### src/rtl/pc_pkg.sv
package pc_pkg;

    typedef enum logic [1:0] {
        DIG_LO  = 2'b00,
        DIG_MID = 2'b01,
        DIG_HI  = 2'b10,
        DIG_BAD = 2'b11
    } pc_dig_e;

    function automatic logic dig_is_bad(input logic [1:0] d);
        return d == DIG_BAD;
    endfunction

endpackage

### src/rtl/pc_delay.sv
module pc_delay #(
    parameter int W     = 2,
    parameter int DEPTH = 1
) (
    input  logic         clk,
    input  logic         rst_n,
    input  logic [W-1:0] din,
    output logic [W-1:0] dout
);
    logic [DEPTH-1:0][W-1:0] sr_d, sr_q;

    always_comb begin
        sr_d[0] = din;
        for (int j = 1; j < DEPTH; j++) begin
            sr_d[j] = sr_q[j-1];
        end
    end

    always_ff @(posedge clk) begin
        if (!rst_n) begin
            sr_q <= '0;
        end else begin
            sr_q <= sr_d;
        end
    end

    assign dout = sr_q[DEPTH-1];
endmodule

### src/rtl/pc_sum.sv
module pc_sum #(
    parameter int K  = 6,
    parameter int FW = 2,
    localparam int OW = K + FW,
    localparam int AW = OW + 2
) (
    input  logic [2*K-1:0] dig,
    input  logic [FW-1:0]  fl,
    output logic [OW-1:0]  sum,
    output logic           bad
);
    import pc_pkg::*;

    logic [AW-1:0] acc;

    always_comb begin
        acc = AW'(fl);
        bad = 1'b0;
        for (int i = 0; i < K; i++) begin
            acc = acc + (AW'(dig[2*i +: 2]) << (OW - 2 - i));
            bad = bad | dig_is_bad(dig[2*i +: 2]);
        end
        if (acc > AW'({OW{1'b1}})) begin
            sum = {OW{1'b1}};
        end else begin
            sum = acc[OW-1:0];
        end
    end
endmodule

### src/rtl/pipe_corr.sv
module pipe_corr #(
    parameter int NSTG = 6,
    parameter int FLW  = 2,
    localparam int OW  = NSTG + FLW
) (
    input  logic            clk,
    input  logic            rst_n,
    input  logic            in_vld,
    input  logic [2*NSTG-1:0] stg_dig,
    input  logic [FLW-1:0]  fl_code,
    output logic            out_vld,
    output logic [OW-1:0]   out_code,
    output logic            out_bad
);
    typedef struct packed {
        logic          vld;
        logic          bad;
        logic [OW-1:0] code;
    } res_t;

    logic [2*NSTG-1:0] dig_al;
    logic              vld_al;
    logic [OW-1:0]     sum;
    logic              sum_bad;
    res_t              res_d, res_q;

    // Stage i waits NSTG-i edges so all digits of a sample meet the flash code.
    for (genvar i = 0; i < NSTG; i++) begin : g_align
        pc_delay #(.W(2), .DEPTH(NSTG - i)) u_dly (
            .clk  (clk),
            .rst_n(rst_n),
            .din  (stg_dig[2*i +: 2]),
            .dout (dig_al[2*i +: 2])
        );
    end

    pc_delay #(.W(1), .DEPTH(NSTG)) u_vdly (
        .clk  (clk),
        .rst_n(rst_n),
        .din  (in_vld),
        .dout (vld_al)
    );

    pc_sum #(.K(NSTG), .FW(FLW)) u_sum (
        .dig(dig_al),
        .fl (fl_code),
        .sum(sum),
        .bad(sum_bad)
    );

    always_comb begin
        res_d     = res_q;
        res_d.vld = vld_al;
        res_d.bad = vld_al & sum_bad;
        if (vld_al) begin
            res_d.code = sum;
        end
    end

    always_ff @(posedge clk) begin
        if (!rst_n) begin
            res_q <= '0;
        end else begin
            res_q <= res_d;
        end
    end

    assign out_vld  = res_q.vld;
    assign out_bad  = res_q.bad;
    assign out_code = res_q.code;
endmodule

### config.mk
export PLATFORM = sky130hd
export DESIGN_NAME = pipe_corr
export DESIGN_NICKNAME = d
export VERILOG_FILES = /design/src/rtl/pc_pkg.sv /design/src/rtl/pc_delay.sv /design/src/rtl/pc_sum.sv /design/src/rtl/pipe_corr.sv
export SDC_FILE = /design/constraint.sdc
export NUM_CORES = 1
export LEC_CHECK = 0
export BUFFER_PORTS_ARGS = -buffer_cell sky130_fd_sc_hd__clkbuf_2
export CAP_MARGIN = 5
export CELL_PAD_IN_SITES_DETAIL_PLACEMENT = 1
export CELL_PAD_IN_SITES_GLOBAL_PLACEMENT = 1
export CORE_ASPECT_RATIO = 0.6
export CORE_UTILIZATION = 47
export CTS_CLUSTER_DIAMETER = 100
export DETAILED_ROUTE_END_ITERATION = 12
export GPL_TIMING_DRIVEN = 0
export HOLD_SLACK_MARGIN = 0.06
export PLACE_DENSITY = 0.79
export SKIP_LAST_GASP = 1
export SLEW_MARGIN = 5
export SYNTH_ARGS = -nofsm -noshare
export SYNTH_HDL_FRONTEND = slang
export SYNTH_SLANG_ARGS = --single-unit
export TNS_END_PERCENT = 100
### constraint.sdc
create_clock -name clk -period 4.1 [get_ports clk]
set_clock_uncertainty 0.1 [all_clocks]
set_input_delay 0.82 -clock clk [delete_from_list [all_inputs] [get_ports clk]]
set_output_delay 0.82 -clock clk [all_outputs]
set_load 0.02 [all_outputs]
==> flow_summary.yaml, run 1 <==
synth:
  yosysMostFrequentCell: "dfxtp_1"
  async_flop_share_pct: 0
  syn_nets: 195
  synth.distinct_cells: 30
  synth_flop_cell: "dfxtp_1"
  yosysSeqAreaShare_pct: 60.30
  synth_area_um2: 1926
  syn_area_per_cell_um2: 11.26
  synth-seq-cells: 58
  yosys-top-cells-count: "dfxtp_1, and2_1, o21ai_0"
  netlist_instances: 171
  synth-edff-count: 0
  synth_top_area_share_pct: 60.30
  ys_warn_count: 0
  ys_top_cells_by_area: "dfxtp_1, and2_1, ha_1, o21ai_0, o221a_2"
  synth_area_leader_cell: "dfxtp_1"
cts:
  cts_hold_buf: 0
  numCtsBuffers: 9
  cts_num_sinks: 58
  cts_resized: 0
  root_buffer: "clkbuf_8"
  clock_latency_ps: 340
  htree_levels: 3
  clock_path_buffers: 2
  cts_setup_buffers: 0
  cts_tree: "built"
  clk_pin_slew_ps: 60
flow_run:
  max_cap_viol_count: 0
critical_path:
  r2r-start: "g_align[5].u_dly.dout[0]$_SDFF_PN0_"
  critPathLaunchType: "input port"
  cp-startpoint: "fl_code[1]"
  crit_type: "input port to register"
  critPathCaptureType: "register"
  critPathArrivalTime_ps: 2600
  cp_max_fo: 3
  crit_required_ps: 4260
drt:
  first_pass_iters: 6
  vias_per_cell: 5.104
  drc: 0
  dr_total_vias: 1322
  routed_wl_mm: 4.085
  drtIter0Drc: 50
  antenna_left: 0
  wl_per_cell_um: 15.77
global_routing:
  track_usage_pct: 21.87
  grt_max_degree: 11
  antenna_found_initial: 0
  gr-total-overflow: 0
  grt_pass1_wl_mm: 6.817
  grt_pass1_vias: 1400
floorplan:
  die_width_um: 84.64
  core_um2: 3786
  die_area_um2: 4365
  initial_core_util_pct: 50.86
  boundaryPins: 27
  die_h_um: 51.58
  rows: 17
power:
  power.internal_uw: 975.2
  p_seq_share_pct: 48.0
  p_sw_share_pct: 20.06
  p_clk_share_pct: 48.7
  p_leak_nw: 1.012
  peakVddDrop_mv: 0.3793
  powerDensity_nw_per_um2: 521.7
  combinationalPowerShare_pct: 3.4
  p_sw_uw: 244.7
timing:
  rsz0062_at_grt: "no"
  finalSetupViolCount: 0
  hold_viol: 0
  finalCriticalPeriod_ps: 2441
  hold_ws_ps: 332.0
  max-slew-margin-rel_pct: 71.55
  fmax_mhz: 409.7
  fin_crit_sh_pct: 59.53
  fin_tns_setup_ps: 0
  worst_pin_slew_ps: 426.8
  drv_slew: 0
status:
  status: "completed"
cells_and_area:
  layout-area-overhead-vs-synth_pct: 21.44
  fin_area_um2: 2338
  instances_no_fill: 259
  fill_cells: 418
  drive_above_1_share_pct: 22.64
  insertedDiodeCount: 0
  fin_nets: 231
hold_path:
  min_path_type: "register to register"
  hold_start: "g_align[0].u_dly.sr_d[3]$_SDFF_PN0_"
placed_design:
  io_buffers: 25
  gp_congestion: 0.7113
  placed_cell_area_um2: 2110
  place_hpwl_mm: 2.635
  dp_cells: 243
-- through the flow --
step / setup slack [ps] / power [mW] / utilization, %
global route: 1608 / 1.262 / 61.76
CTS: 1689 / 1.234 / 61.76
global placement: 1455 / 0.6338 / 55.72
floorplan: 1621 / 0.6202 / -
detailed placement: 1398 / 0.6369 / 55.72
finish: 1659 / 1.220 / 61.76
-- flip-flops by register name, summed over array words and instances, names as in the netlist --
register            flops
out_vld                 1
u_vdly.sr_d             5
g_align.u_dly.sr_d     30
g_align.u_dly.dout     12
u_vdly.dout             1
out_bad                 1
out_code                8
-- power by group through the flow --
stage          Sequential (mW)  Clock [mW]  Combinational, mW
2_1_floorplan            0.596           0             0.0242
3_3_place_gp             0.596           0             0.0374
3_5_place_dp             0.597           0             0.0397
4_1_cts                  0.585       0.607             0.0415
5_1_grt                  0.586       0.630             0.0458
6_report                 0.585       0.594             0.0411
-- worst paths after layout --
path / to / slack [ps] / cells past startpoint
max: out_code[7]$_SDFFE_PN0P_ / 1660 / 7
min: g_align[0].u_dly.sr_d[5]$_SDFF_PN0_ / 330 / 1
max reg2reg: out_code[7]$_SDFFE_PN0P_ / 1920 / 6
min reg2reg: g_align[0].u_dly.sr_d[5]$_SDFF_PN0_ / 330 / 1
-- layer usage --
metal	GRT usage (%)	vias to the layer above	share of wire, %
li1	-	645	-
met1	22.62	621	44
met2	37.40	39	47
met3	9.365	17	5.4
met4	14.41	0	3.5
met5	0	-	0
-- worst max-delay path: stages --
cell and delay (ps):
clkbuf_2 90, ha_1 250, fa_1 470, a211oi_2 280, nor2_1 100, or4_4 420, a41oi_2 160
-- logic make-up after synthesis --
logic type               Yosys count  share of synthesized area [%]
adder cells (fa/ha/maj)            7                          4.938
AO/OA/AOI/OAI                     34                          12.61
buffers and inverters              9                          1.755
flip-flops                        58                          60.30
AND/OR/NAND/NOR                   60                          19.04
XOR/XNOR                           3                          1.365
-- placed cells by master (no fill, tap or decap), drive strengths merged --
master and n:
a211o 1, a211oi 2, a21boi 1, a21o 2, a21oi 5, a22oi 3
a31oi 2, a41oi 1, and2 48, bufinv 2, clkbuf 44, clkinv 2
dfxtp 58, fa 1, ha 6, inv 2, nand2 2, nand3 2
nor2 3, nor3 1, nor3b 2, o211ai 1, o21a 3, o21ai 10
o221a 3, or2 1, or4 1, xnor2 1, xor2 2
-- layout make-up --
class                   count  area (um2)  share of cell area (%)
well taps                  47       58.81                   2.515
multi-input cells         104       730.7                   31.25
repair buffers             25       125.1                   5.350
inverters                   2       7.507                  0.3210
clock inverters             4       73.82                   3.157
plain buffers               7       26.28                   1.124
clock buffers              12       155.1                   6.635
flip-flops and latches     58        1161                   49.65
Note: power is estimated with default switching activity, not from simulation.
==> inputs of run 2 (changes only) <==
Settings changed: CORE_UTILIZATION 47 to 39, PLACE_DENSITY 0.79 to 0.7.
Clock period 4.1 ns to 2.1 ns, I/O delays scaled along.
==> run 2 against run 1 <==
Effect of this change:
- worst hold slack worse by 140 ps
- wire length down 7.6%
- clock power up 85%
- global-route usage down 5.0 points
- combinational power up 98%
- non-clock buffer count up 1
- sequential power up 95%
- final area up 0.91%
- largest power group is now sequential cells
- highest routed layer unchanged
==> flow_summary.yaml, run 2 (synthesis gave the netlist of run 1 again) <==
drt:
  antenna_left: 0
  drc: 0
  routed_wl_mm: 3.776
  first_pass_iters: 4
  dr_total_vias: 1295
  vias_per_cell: 4.692
  wl_per_cell_um: 13.68
  drtIter0Drc: 34
power:
  p_leak_nw: 1.002
  peakVddDrop_mv: 0.5534
  powerDensity_nw_per_um2: 985.9
  power_mw: 2.326
cells_and_area:
  fill_cells: 535
  insertedDiodeCount: 0
  multiInputGateArea_um2: 735.7
  final_cell_mix: "dfxtp_1, and2_1, clkbuf_2, o21ai_0, clkbuf_8"
  largest_reg_flops: 30
  drive_above_1_share_pct: 24.41
  seq_area_um2: 1161
  fin_area_um2: 2360
  final_common_cell: "dfxtp_1"
  fin_nets: 232
  layout-area-overhead-vs-synth_pct: 22.55
global_routing:
  grt_max_degree: 12
  antenna_found_initial: 0
  grt_pass1_wl_mm: 6.299
  gr-total-overflow: 0
  track_usage_pct: 16.91
  grt_pass1_vias: 1342
timing:
  fmax_mhz: 496.9
  fin_crit_sh_pct: 95.83
  max-slew-margin-rel_pct: 72.56
  fin_ws_ps: 87.66
  finalCriticalPeriod_ps: 2012
  finalSetupViolCount: 0
  drv_slew: 0
  rsz0062_at_grt: "no"
  hold_viol: 0
  worst_pin_slew_ps: 411.6
  fin_tns_setup_ps: 0
hold_path:
  hold_start: "stg_dig[7]"
  holdPathStages: 2
  holdPathEnd: "g_align[3].u_dly.sr_d[3]$_SDFF_PN0_"
  min_path_type: "input port to register"
cts:
  clk_pin_slew_ps: 70
  cts_tree: "built"
  clock_latency_ps: 330
  cts_num_sinks: 58
  numCtsBuffers: 9
  cts_hold_buf: 0
  root_buffer: "clkbuf_8"
  htree_levels: 3
  clock_path_buffers: 2
flow_run:
  max_cap_viol_count: 0
critical_path:
  crit_type: "register to register"
  critPathLaunchType: "register"
  crit_required_ps: 2260
  critPathCaptureType: "register"
  worst-r2r-setup-slack_ps: 90
  cp_max_fo: 3
  r2r_cells: 6
  reg2reg_to: "out_code[7]$_SDFFE_PN0P_"
  r2r-start: "g_align[5].u_dly.dout[0]$_SDFF_PN0_"
  critPathArrivalTime_ps: 2170
placed_design:
  placed_cell_area_um2: 2130
  gp_congestion: 0.8491
  place_ws_ps: -188.4
  io_buffers: 25
  place_hpwl_mm: 2.719
floorplan:
  die_width_um: 92.72
  core_um2: 4659
  boundaryPins: 27
  initial_core_util_pct: 41.33
  die_area_um2: 5232
  rows: 19
  die_h_um: 56.43
status:
  status: "completed"
## run 2: cell types whose count changed in the layout (fill, tap and decap cells not counted), sizes merged
| cell | delta |
|---|---|
| clkinvlp | +2 |
| buf | +1 |
| clkinv | +1 |
| clkbuf | -3 |
## run 2: area by class of cell
| class | instances | share of cell area [%] |
|---|---|---|
| multi-input combinational | 104 | 31.18 |
| buffer | 7 | 1.113 |
| clock buffer | 9 | 5.249 |
| tap | 63 | 3.340 |
| sequential | 58 | 49.20 |
| timing repair buffer | 26 | 5.620 |
| clock inverter | 7 | 3.977 |
| inverter | 2 | 0.3181 |
## run 2: worst max-delay path: stages, from the launching register on
cell and delay, ps:
dfxtp_1 320, ha_2 200, fa_2 400, a211oi_2 240, nor2_1 110, or4_4 420, a41oi_2 160
## run 2: worst max-delay path by stage
| stage | from | endpoint | slack [ps] | cells after the start |
|---|---|---|---|---|
| floorplan | fl_code[1] | out_code[7]$_SDFFE_PN0P_ | 20 | 6 |
| global placement | fl_code[1] | out_code[7]$_SDFFE_PN0P_ | -160 | 7 |
| detailed placement | fl_code[1] | out_code[7]$_SDFFE_PN0P_ | -190 | 7 |
| CTS | g_align[5].u_dly.dout[0]$_SDFF_PN0_ | out_code[7]$_SDFFE_PN0P_ | 8 | 6 |
| global route | g_align[5].u_dly.dout[0]$_SDFF_PN0_ | out_code[7]$_SDFFE_PN0P_ | 10 | 6 |
| finish | g_align[5].u_dly.dout[0]$_SDFF_PN0_ | out_code[7]$_SDFFE_PN0P_ | 90 | 6 |
## run 2: stage by stage
step	hold slack, ps	instances	util [%]
2_1_floorplan	311.9	171	-
3_3_place_gp	313.5	259	45.70
3_5_place_dp	321.2	259	45.70
4_1_cts	168.4	275	50.38
5_1_grt	171.4	276	50.64
6_report	190.7	276	50.64
## run 2: per-layer routing
layer | global-route usage (%) | up-vias | part of all wire [%]
li1 | - | 651 | -
met1 | 19.51 | 609 | 49
met2 | 25.29 | 29 | 45
met3 | 10.03 | 6 | 4.5
met4 | 7.473 | 0 | 1.2
met5 | 0 | - | 0
## run 2: timing repair
action,4_1_cts,5_1_grt
endpoints found under the hold margin,0,0
buffers inserted,0,1
setup endpoints to repair,0,1
gates resized for setup,0,2
## run 2: where the power goes
group | internal (mW) | switching, mW
clock | 0.664 | 0.439
sequential | 1.13 | 0.0104
combinational | 0.0414 | 0.0401
